### config.mk
export PLATFORM = sky130hd
export DESIGN_NAME = moded_regbank
export DESIGN_NICKNAME = d
export VERILOG_FILES = /design/src/rtl/rb_pkg.sv /design/src/rtl/rb_bank_map.sv /design/src/rtl/rb_gpr_store.sv /design/src/rtl/rb_r15_ctrl.sv /design/src/rtl/moded_regbank.sv
export SDC_FILE = /design/constraint.sdc
export NUM_CORES = 2
export LEC_CHECK = 0
export CORE_MARGIN = 10
export CORE_UTILIZATION = 35
export DETAILED_ROUTE_END_ITERATION = 10
export PLACE_DENSITY = 0.57
export SETUP_SLACK_MARGIN = 0.05
export SLEW_MARGIN = 20
export SYNTH_ARGS = -nofsm -noshare
export SYNTH_HDL_FRONTEND = slang
export SYNTH_HIERARCHICAL = 1
export SYNTH_SLANG_ARGS = --single-unit
### constraint.sdc
create_clock -name clk -period 28.4 [get_ports clk]
set_input_delay 5.68 -clock clk [delete_from_list [all_inputs] [get_ports clk]]
set_output_delay 5.68 -clock clk [all_outputs]
set_load 0.01 [all_outputs]
### src/rtl/rb_pkg.sv
package rb_pkg;

  typedef enum logic [1:0] {
    MODE_USR = 2'b00,
    MODE_IRQ = 2'b01,
    MODE_FIQ = 2'b10,
    MODE_SVC = 2'b11
  } rb_mode_e;

  localparam int RB_FLAG_W  = 6;
  localparam int RB_IDX_W   = 4;
  localparam int RB_PHYS_W  = 5;
  // physical layout: user 0..14, fast 15..21 (regs 8..14), irq 22..23, svc 24..25
  localparam int RB_NPHYS   = 26;
  localparam int RB_FIQ_OFS = 7;
  localparam int RB_IRQ_OFS = 9;
  localparam int RB_SVC_OFS = 11;

endpackage

### src/rtl/rb_bank_map.sv
module rb_bank_map
  import rb_pkg::*;
#(
  parameter bit REDUCED_FIQ = 1'b0
) (
  input  rb_mode_e               mode,
  input  logic [RB_IDX_W-1:0]    arch_idx,
  output logic [RB_PHYS_W-1:0]   phys_idx
);

  localparam logic [RB_IDX_W-1:0] FIQ_LO = REDUCED_FIQ ? 4'd10 : 4'd8;

  logic [RB_PHYS_W-1:0] wide_idx;
  assign wide_idx = RB_PHYS_W'(arch_idx);

  always_comb begin
    phys_idx = wide_idx;
    if (arch_idx == 4'd15) begin
      phys_idx = '0;
    end else begin
      case (mode)
        MODE_IRQ: if (arch_idx >= 4'd13) phys_idx = wide_idx + RB_PHYS_W'(RB_IRQ_OFS);
        MODE_SVC: if (arch_idx >= 4'd13) phys_idx = wide_idx + RB_PHYS_W'(RB_SVC_OFS);
        MODE_FIQ: if (arch_idx >= FIQ_LO) phys_idx = wide_idx + RB_PHYS_W'(RB_FIQ_OFS);
        default:  phys_idx = wide_idx;
      endcase
    end
  end

endmodule

### src/rtl/rb_gpr_store.sv
module rb_gpr_store
  import rb_pkg::*;
#(
  parameter int DW    = 32,
  parameter int NPHYS = RB_NPHYS,
  parameter int NRD   = 2
) (
  input  logic                            clk,
  input  logic                            rst_n,
  input  logic                            wa_en,
  input  logic [RB_PHYS_W-1:0]            wa_idx,
  input  logic [DW-1:0]                   wa_data,
  input  logic                            wb_en,
  input  logic [RB_PHYS_W-1:0]            wb_idx,
  input  logic [DW-1:0]                   wb_data,
  input  logic [NRD-1:0][RB_PHYS_W-1:0]   rd_idx,
  output logic [NRD-1:0][DW-1:0]          rd_data
);

  logic [NPHYS-1:0][DW-1:0] mem_q, mem_d;
  logic [NPHYS-1:0]         ent_en;

  // next state: port A (explicit) overrides port B (link)
  always_comb begin
    mem_d  = mem_q;
    ent_en = '0;
    for (int k = 0; k < NPHYS; k++) begin
      if (wb_en && (wb_idx == RB_PHYS_W'(k))) begin
        mem_d[k]  = wb_data;
        ent_en[k] = 1'b1;
      end
      if (wa_en && (wa_idx == RB_PHYS_W'(k))) begin
        mem_d[k]  = wa_data;
        ent_en[k] = 1'b1;
      end
    end
  end

  always_ff @(posedge clk or negedge rst_n) begin
    if (!rst_n) begin
      mem_q <= '0;
    end else begin
      for (int k = 0; k < NPHYS; k++) begin
        if (ent_en[k]) mem_q[k] <= mem_d[k];
      end
    end
  end

  for (genvar p = 0; p < NRD; p++) begin : g_rd
    assign rd_data[p] = mem_q[rd_idx[p]];
  end

  assert_write_lands_R12 : assert property (@(posedge clk) disable iff (!rst_n)
    wa_en |=> mem_q[$past(wa_idx)] == $past(wa_data));

endmodule

### src/rtl/rb_r15_ctrl.sv
module rb_r15_ctrl
  import rb_pkg::*;
#(
  parameter int ADDR_W = 26
) (
  input  logic                       clk,
  input  logic                       rst_n,
  input  logic                       wr_en,
  input  logic [ADDR_W+5:0]          wr_data,
  input  logic                       pc_inc,
  input  logic                       br_en,
  input  logic [ADDR_W-3:0]          br_word,
  input  logic                       flag_en,
  input  logic [RB_FLAG_W-1:0]       flag_in,
  input  logic                       mreq_en,
  input  logic [1:0]                 mreq,
  output logic [ADDR_W+5:0]          r15_word,
  output logic [ADDR_W+5:0]          link_word,
  output logic [ADDR_W+5:0]          fetch_addr,
  output rb_mode_e                   mode
);

  localparam int PC_W   = ADDR_W - 2;
  localparam int WORD_W = ADDR_W + RB_FLAG_W;

  rb_mode_e         mode_q, mode_d;
  logic [3:0]       nzcv_q, nzcv_d;
  logic [1:0]       if_q, if_d;
  logic [PC_W-1:0]  pc_q, pc_d;
  logic             priv, upd;

  assign priv = (mode_q != MODE_USR);
  assign upd  = wr_en | br_en | pc_inc | flag_en | mreq_en;

  always_comb begin
    mode_d = mode_q;
    nzcv_d = nzcv_q;
    if_d   = if_q;
    pc_d   = pc_q;
    if (wr_en) begin
      pc_d   = wr_data[ADDR_W-1:2];
      nzcv_d = wr_data[WORD_W-1 -: 4];
      if (priv) begin
        if_d   = wr_data[WORD_W-5 -: 2];
        mode_d = rb_mode_e'(wr_data[1:0]);
      end
    end else begin
      if (br_en)       pc_d = br_word;
      else if (pc_inc) pc_d = pc_q + PC_W'(1);
      if (flag_en) begin
        nzcv_d = flag_in[5:2];
        if (priv) if_d = flag_in[1:0];
      end
      if (mreq_en && priv) mode_d = rb_mode_e'(mreq);
    end
  end

  always_ff @(posedge clk or negedge rst_n) begin
    if (!rst_n) begin
      mode_q <= MODE_SVC;
      nzcv_q <= '0;
      if_q   <= 2'b11;
      pc_q   <= '0;
    end else if (upd) begin
      mode_q <= mode_d;
      nzcv_q <= nzcv_d;
      if_q   <= if_d;
      pc_q   <= pc_d;
    end
  end

  assign mode       = mode_q;
  assign r15_word   = {nzcv_q, if_q, pc_q, mode_q};
  assign link_word  = {nzcv_q, if_q, pc_q + PC_W'(1), mode_q};
  assign fetch_addr = {{RB_FLAG_W{1'b0}}, pc_q, 2'b00};

  assert_usr_mode_locked_R6 : assert property (@(posedge clk) disable iff (!rst_n)
    (mode_q == MODE_USR) |=> (mode_q == MODE_USR));

  assert_usr_if_locked_R7 : assert property (@(posedge clk) disable iff (!rst_n)
    (mode_q == MODE_USR) |=> $stable(if_q));

  assert_write_beats_inc_R9 : assert property (@(posedge clk) disable iff (!rst_n)
    wr_en |=> (pc_q == $past(wr_data[ADDR_W-1:2])));

  assert_pc_advance_R9 : assert property (@(posedge clk) disable iff (!rst_n)
    (pc_inc && !wr_en && !br_en) |=> (pc_q == $past(pc_q) + PC_W'(1)));

  assert_branch_load_R8 : assert property (@(posedge clk) disable iff (!rst_n)
    (br_en && !wr_en) |=> (pc_q == $past(br_word)));

endmodule

### src/rtl/moded_regbank.sv
module moded_regbank
  import rb_pkg::*;
#(
  parameter int ADDR_W      = 26,
  parameter bit REDUCED_FIQ = 1'b0
) (
  input  logic                 clk,
  input  logic                 rst_n,
  input  logic [3:0]           rd_a_idx,
  output logic [ADDR_W+5:0]    rd_a_data,
  input  logic [3:0]           rd_b_idx,
  output logic [ADDR_W+5:0]    rd_b_data,
  input  logic                 wr_en,
  input  logic [3:0]           wr_idx,
  input  logic [ADDR_W+5:0]    wr_data,
  input  logic                 pc_inc,
  input  logic                 br_en,
  input  logic                 br_link,
  input  logic [ADDR_W-3:0]    br_word,
  input  logic                 flag_en,
  input  logic [5:0]           flag_in,
  input  logic                 mode_req_en,
  input  logic [1:0]           mode_req,
  output logic [ADDR_W+5:0]    fetch_addr,
  output logic [1:0]           cur_mode
);

  localparam int WORD_W = ADDR_W + RB_FLAG_W;
  localparam int NRD    = 2;
  localparam int NMAP   = NRD + 2;   // read ports, write port, link target

  // reset: asynchronous assert, synchronous release
  logic [1:0] rst_pipe_q;
  logic       rst_sync_n;

  always_ff @(posedge clk or negedge rst_n) begin
    if (!rst_n) rst_pipe_q <= 2'b00;
    else        rst_pipe_q <= {rst_pipe_q[0], 1'b1};
  end
  assign rst_sync_n = rst_pipe_q[1];

  rb_mode_e                          mode;
  logic [WORD_W-1:0]                 r15_word, link_word;
  logic [NMAP-1:0][RB_IDX_W-1:0]     arch_idx;
  logic [NMAP-1:0][RB_PHYS_W-1:0]    phys_idx;
  logic [NRD-1:0][RB_PHYS_W-1:0]     rd_phys;
  logic [NRD-1:0][WORD_W-1:0]        rd_store;
  logic [NRD-1:0][RB_IDX_W-1:0]      rd_arch;
  logic [NRD-1:0][WORD_W-1:0]        rd_out;
  logic                              wr_gpr, wr_pc;

  assign rd_arch[0]      = rd_a_idx;
  assign rd_arch[1]      = rd_b_idx;
  assign arch_idx[NRD-1:0] = rd_arch;
  assign arch_idx[NRD]   = wr_idx;
  assign arch_idx[NRD+1] = 4'd14;

  for (genvar m = 0; m < NMAP; m++) begin : g_map
    rb_bank_map #(.REDUCED_FIQ(REDUCED_FIQ)) map_i (
      .mode     (mode),
      .arch_idx (arch_idx[m]),
      .phys_idx (phys_idx[m])
    );
  end

  assign rd_phys = phys_idx[NRD-1:0];
  assign wr_pc   = wr_en && (wr_idx == 4'd15);
  assign wr_gpr  = wr_en && (wr_idx != 4'd15);

  rb_gpr_store #(.DW(WORD_W), .NPHYS(RB_NPHYS), .NRD(NRD)) store_i (
    .clk     (clk),
    .rst_n   (rst_sync_n),
    .wa_en   (wr_gpr),
    .wa_idx  (phys_idx[NRD]),
    .wa_data (wr_data),
    .wb_en   (br_en && br_link),
    .wb_idx  (phys_idx[NRD+1]),
    .wb_data (link_word),
    .rd_idx  (rd_phys),
    .rd_data (rd_store)
  );

  rb_r15_ctrl #(.ADDR_W(ADDR_W)) r15_i (
    .clk        (clk),
    .rst_n      (rst_sync_n),
    .wr_en      (wr_pc),
    .wr_data    (wr_data),
    .pc_inc     (pc_inc),
    .br_en      (br_en),
    .br_word    (br_word),
    .flag_en    (flag_en),
    .flag_in    (flag_in),
    .mreq_en    (mode_req_en),
    .mreq       (mode_req),
    .r15_word   (r15_word),
    .link_word  (link_word),
    .fetch_addr (fetch_addr),
    .mode       (mode)
  );

  for (genvar p = 0; p < NRD; p++) begin : g_rdmux
    assign rd_out[p] = (rd_arch[p] == 4'd15) ? r15_word : rd_store[p];
  end

  assign rd_a_data = rd_out[0];
  assign rd_b_data = rd_out[1];
  assign cur_mode  = mode;

  // a mode change never lands in the same cycle as a user-mode request
  assert_mode_req_blocked_R6 : assert property (@(posedge clk) disable iff (!rst_sync_n)
    (mode == MODE_USR && mode_req_en && mode_req != 2'b00) |=> (cur_mode == 2'b00));

endmodule

==> results.toml <==
[finish]
stdcell_count = 8003
final_cell_area_um2 = 64300
fin_nets = 5833
drive_gt1_share_pct = 13.3
area_growth_pct = 11.3

[setup_path]
startpoint_type = "input pin"
r2r-start = "r15_i/mode[1]$_DFFE_PN1P_"
arrival_ps = 12400
end_kind = "output pin"
cp_max_fo = 52
crit_type = "input pin to output pin"
cp-startpoint = "rd_a_idx[1]"
rrSetupSlack_ps = 23120
r2r_end = "store_i/mem_q[782]$_DFFE_PN0P_"
required_ps = 22720
r2r_cells = 9

[drt]
drc = 0
ant_nets = 0
wire_per_inst_um = 31.2
via_per_inst = 6.16
vias = 49300
totalWireLength_mm = 249
firstDrtPassIters = 6
drt_iter0_markers = 6230

[sta]
finalSetupTns_ps = 0
fmax_mhz = 55.3
period_minus_slack_ps = 18080
skew_ps = 37.1
max_slew_margin_pct = 20.1
postLayoutSetupSlackWorst_ps = 10320
finalMaxSlewViolations = 0
setup_violations = 0
min_period_over_period_pct = 63.7
hold_violations = 0
rsz0062_at_grt = "no"
worst_slew_pin_slew_ps = 1200

[yosys]
ys.flop_type = "dfrtp_1"
synth_edf_count = 0
postSynth.asyncResetShare_pct = 100
netlist_area_um2 = 57800
synth_top_area_share_pct = 37.3
synth_area_leaders = "dfrtp_1 (37%), mux2i_1 (22%), o21ai_0 (5.1%)"
yosysTopAreaCell = "dfrtp_1"
ys_ff_latch = 866
syn-instance-count = 6002
ys_types = 77
syn_avg_cell_area_um2 = 9.62
ys_seq_area_share_pct = 37.5
yosys_warnings = 6

[floorplanning]
dieArea_um2 = 182000
io_pins = 182
dieHeight_um = 426
initial_core_util_pct = 35.1
dieWidth_um = 426
coreArea_um2 = 164000
core.rowCount = 149

[power]
p_comb_share_pct = 25.7
total_power_w = 0.00414
irDropWorstVdd_v = 0.0000537
p_clk_share_pct = 33.1
internal-power_w = 0.00276
p_sw_share_pct = 33.4
p_per_area_nw_per_um2 = 64.3
p_leak_nw = 28.8
seqPwrFrac_pct = 41.2
power.switching_w = 0.00138

[status]
status = "finished, final reports clean"

[cts]
clock_path_buffers = 3
cts_num_sinks = 866
cts_resized = 0
clock_latency_ps = 740
cts_buffers = 103
clk_pin_slew_ps = 60
cts_root_buf = "clkbuf_16"
cts_tree = "yes"
h-tree-depth = 3
hold_buffers = 0
post_cts_buffers = 0

[global_route]
grt_pass1_vias = 47800
grt_max_degree = 150
grt_pass1_wl_mm = 354
antenna_found_initial = 7
grt_usage_pct = 26.4
globalRouteOverflowTotal = 0

[place]
hpwl_mm = 138
gp_routability_congestion = 0.834
dp_slack_ps = 10410
port-buffer-count = 173
dp_cells = 7815
place_area_um2 = 60900

[worst_hold_path]
hold_start = "rst_pipe_q[0]$_DFF_PN0_"
holdPathStages = 0
whs_endpoint = "rst_pipe_q[1]$_DFF_PN0_"
min_path_type = "flop to flop"

[flow_run]
cap_violations = 0
## cell type report
cell class | instances | area, um2
fill | 16100 | 100000
inverter | 16 | 60.1
multi-input combinational | 4425 | 33600
antenna | 1 | 2.50
tap | 2189 | 2740
timing repair buffer | 320 | 2840
sequential | 866 | 21700
clock inverter | 21 | 243
clock buffer | 165 | 3180
## cells in the mapped netlist, types with 12 or more instances
master / count
buf_6: 14
nand2_1: 633
nand3_1: 15
o21ai_1: 12
nand2b_1: 20
buf_4: 96
xor2_1: 15
a211oi_1: 67
nor3_1: 81
o21ai_0: 586
inv_1: 16
a21oi_1: 344
a221oi_1: 64
mux2_2: 132
clkbuf_1: 444
nand4_1: 14
o22ai_1: 136
nor2_1: 432
mux2i_1: 1289
ha_1: 17
dfrtp_1: 862
mux4_2: 128
a2bb2oi_1: 64
mux2_4: 60
buf_1: 39
a22oi_1: 67
nor2b_1: 29
buf_2: 134
xnor2_1: 15
## cell usage in the layout, fill, tap and decap left out, types with 7 or more instances in the layout
master           Yosys  routed
mux2i_1           1289    1289
nor2_1             432     411
inv_1               16      16
nand2_1            633     613
nor2_4               3      24
nor4_1               7       7
mux4_2             128     128
xnor2_2              0      11
o21ai_1             12      12
clkbuf_8             0      33
a21oi_1            344     344
a22oi_1             67      67
a311o_1              8       8
clkinv_2             0      13
buf_4               96     141
a2bb2oi_1           64      64
nand2b_1            20      15
o22ai_1            136     136
clkdlybuf4s50_1      0     158
nor2b_4              0      11
buf_2              134      15
nand4_1             14      14
clkbuf_16            0     105
a211oi_1            67      67
nor3_1              81      81
mux2_4              60      60
o21ai_0            586     586
nand3b_1             7       7
nand4b_1             8       8
a31oi_1              7       7
nor2b_1             29      18
conb_1               3      35
ha_1                17      16
nand3_1             15      13
dfrtp_1            862     861
nand2_4              0      14
clkbuf_1           444      27
mux2_2             132     132
a221oi_1            64      64
## layer usage
layer,track usage [%],up-vias,routed length [um],share of wire [%]
li1,-,21100,-,-
met1,33.9,24400,97700,39
met2,40.8,2939,110000,44
met3,5.84,890,24400,9.8
met4,15.4,10,17500,7.0
met5,0,-,70,0.028
## worst max-delay path by stage
stage | slack [ps] | depth (start not counted) | endpoint
detailed placement | 10410 | 15 | rd_b_data[15]
finish | 10320 | 14 | rd_a_data[8]
CTS | 10390 | 15 | rd_b_data[15]
global route | 10050 | 14 | rd_a_data[8]
global placement | 10470 | 15 | rd_b_data[16]
floorplan | 2480 | 0 | r15_i/nzcv_q[0]$_DFFE_PN0P_
## state kept, by name, summed over array words and instances, names as in the netlist
signal / count
r15_i/nzcv_q: 4
store_i/mem_q: 832
rst_pipe_q: 2
r15_i/if_q: 2
r15_i/pc_q: 24
r15_i/mode: 2
## metrics by stage
stage,utilization [%],hold WS [ps]
floorplan,-,331
global placement,37.0,337
detailed placement,37.0,338
CTS,39.1,357
global route,39.1,361
finish,39.1,354
## power groups by stage
| stage | Clock (W) | Sequential (W) | Combinational [W] |
|---|---|---|---|
| after global routing | 0.00143 | 0.00173 | 0.00114 |
| after floorplan | 0 | 0.00166 | 0.000716 |
| after detailed placement | 0 | 0.00171 | 0.00105 |
| final | 0.00137 | 0.00170 | 0.00106 |
| after global placement | 0 | 0.00171 | 0.00103 |
| after CTS | 0.00138 | 0.00170 | 0.00105 |
## critical path, stage by stage
cell,delay (ps)
clkdlybuf4s50_1,660
inv_1,130
ha_1,190
nand2b_1,230
a311oi_1,360
o21a_4,640
buf_4,910
buf_4,880
buf_4,680
mux4_2,590
a211oi_1,300
a2bb2oi_1,190
mux2_4,290
clkdlybuf4s50_1,500
## logic make-up (layout without fill, tap and decap cells)
family | after synthesis | count (layout) | synth area share [%]
multiplexers | 1609 | 1609 | 31.5
adder cells (fa/ha/maj) | 17 | 17 | 0.368
XOR/XNOR | 30 | 30 | 0.455
buffers and inverters | 743 | 522 | 5.92
other | 3 | 36 | 0.0195
AND/OR/NAND/NOR | 1317 | 1317 | 9.82
flip-flops | 866 | 866 | 37.5
AO/OA/AOI/OAI | 1417 | 1417 | 14.4
(Power assumes the default switching activity.)
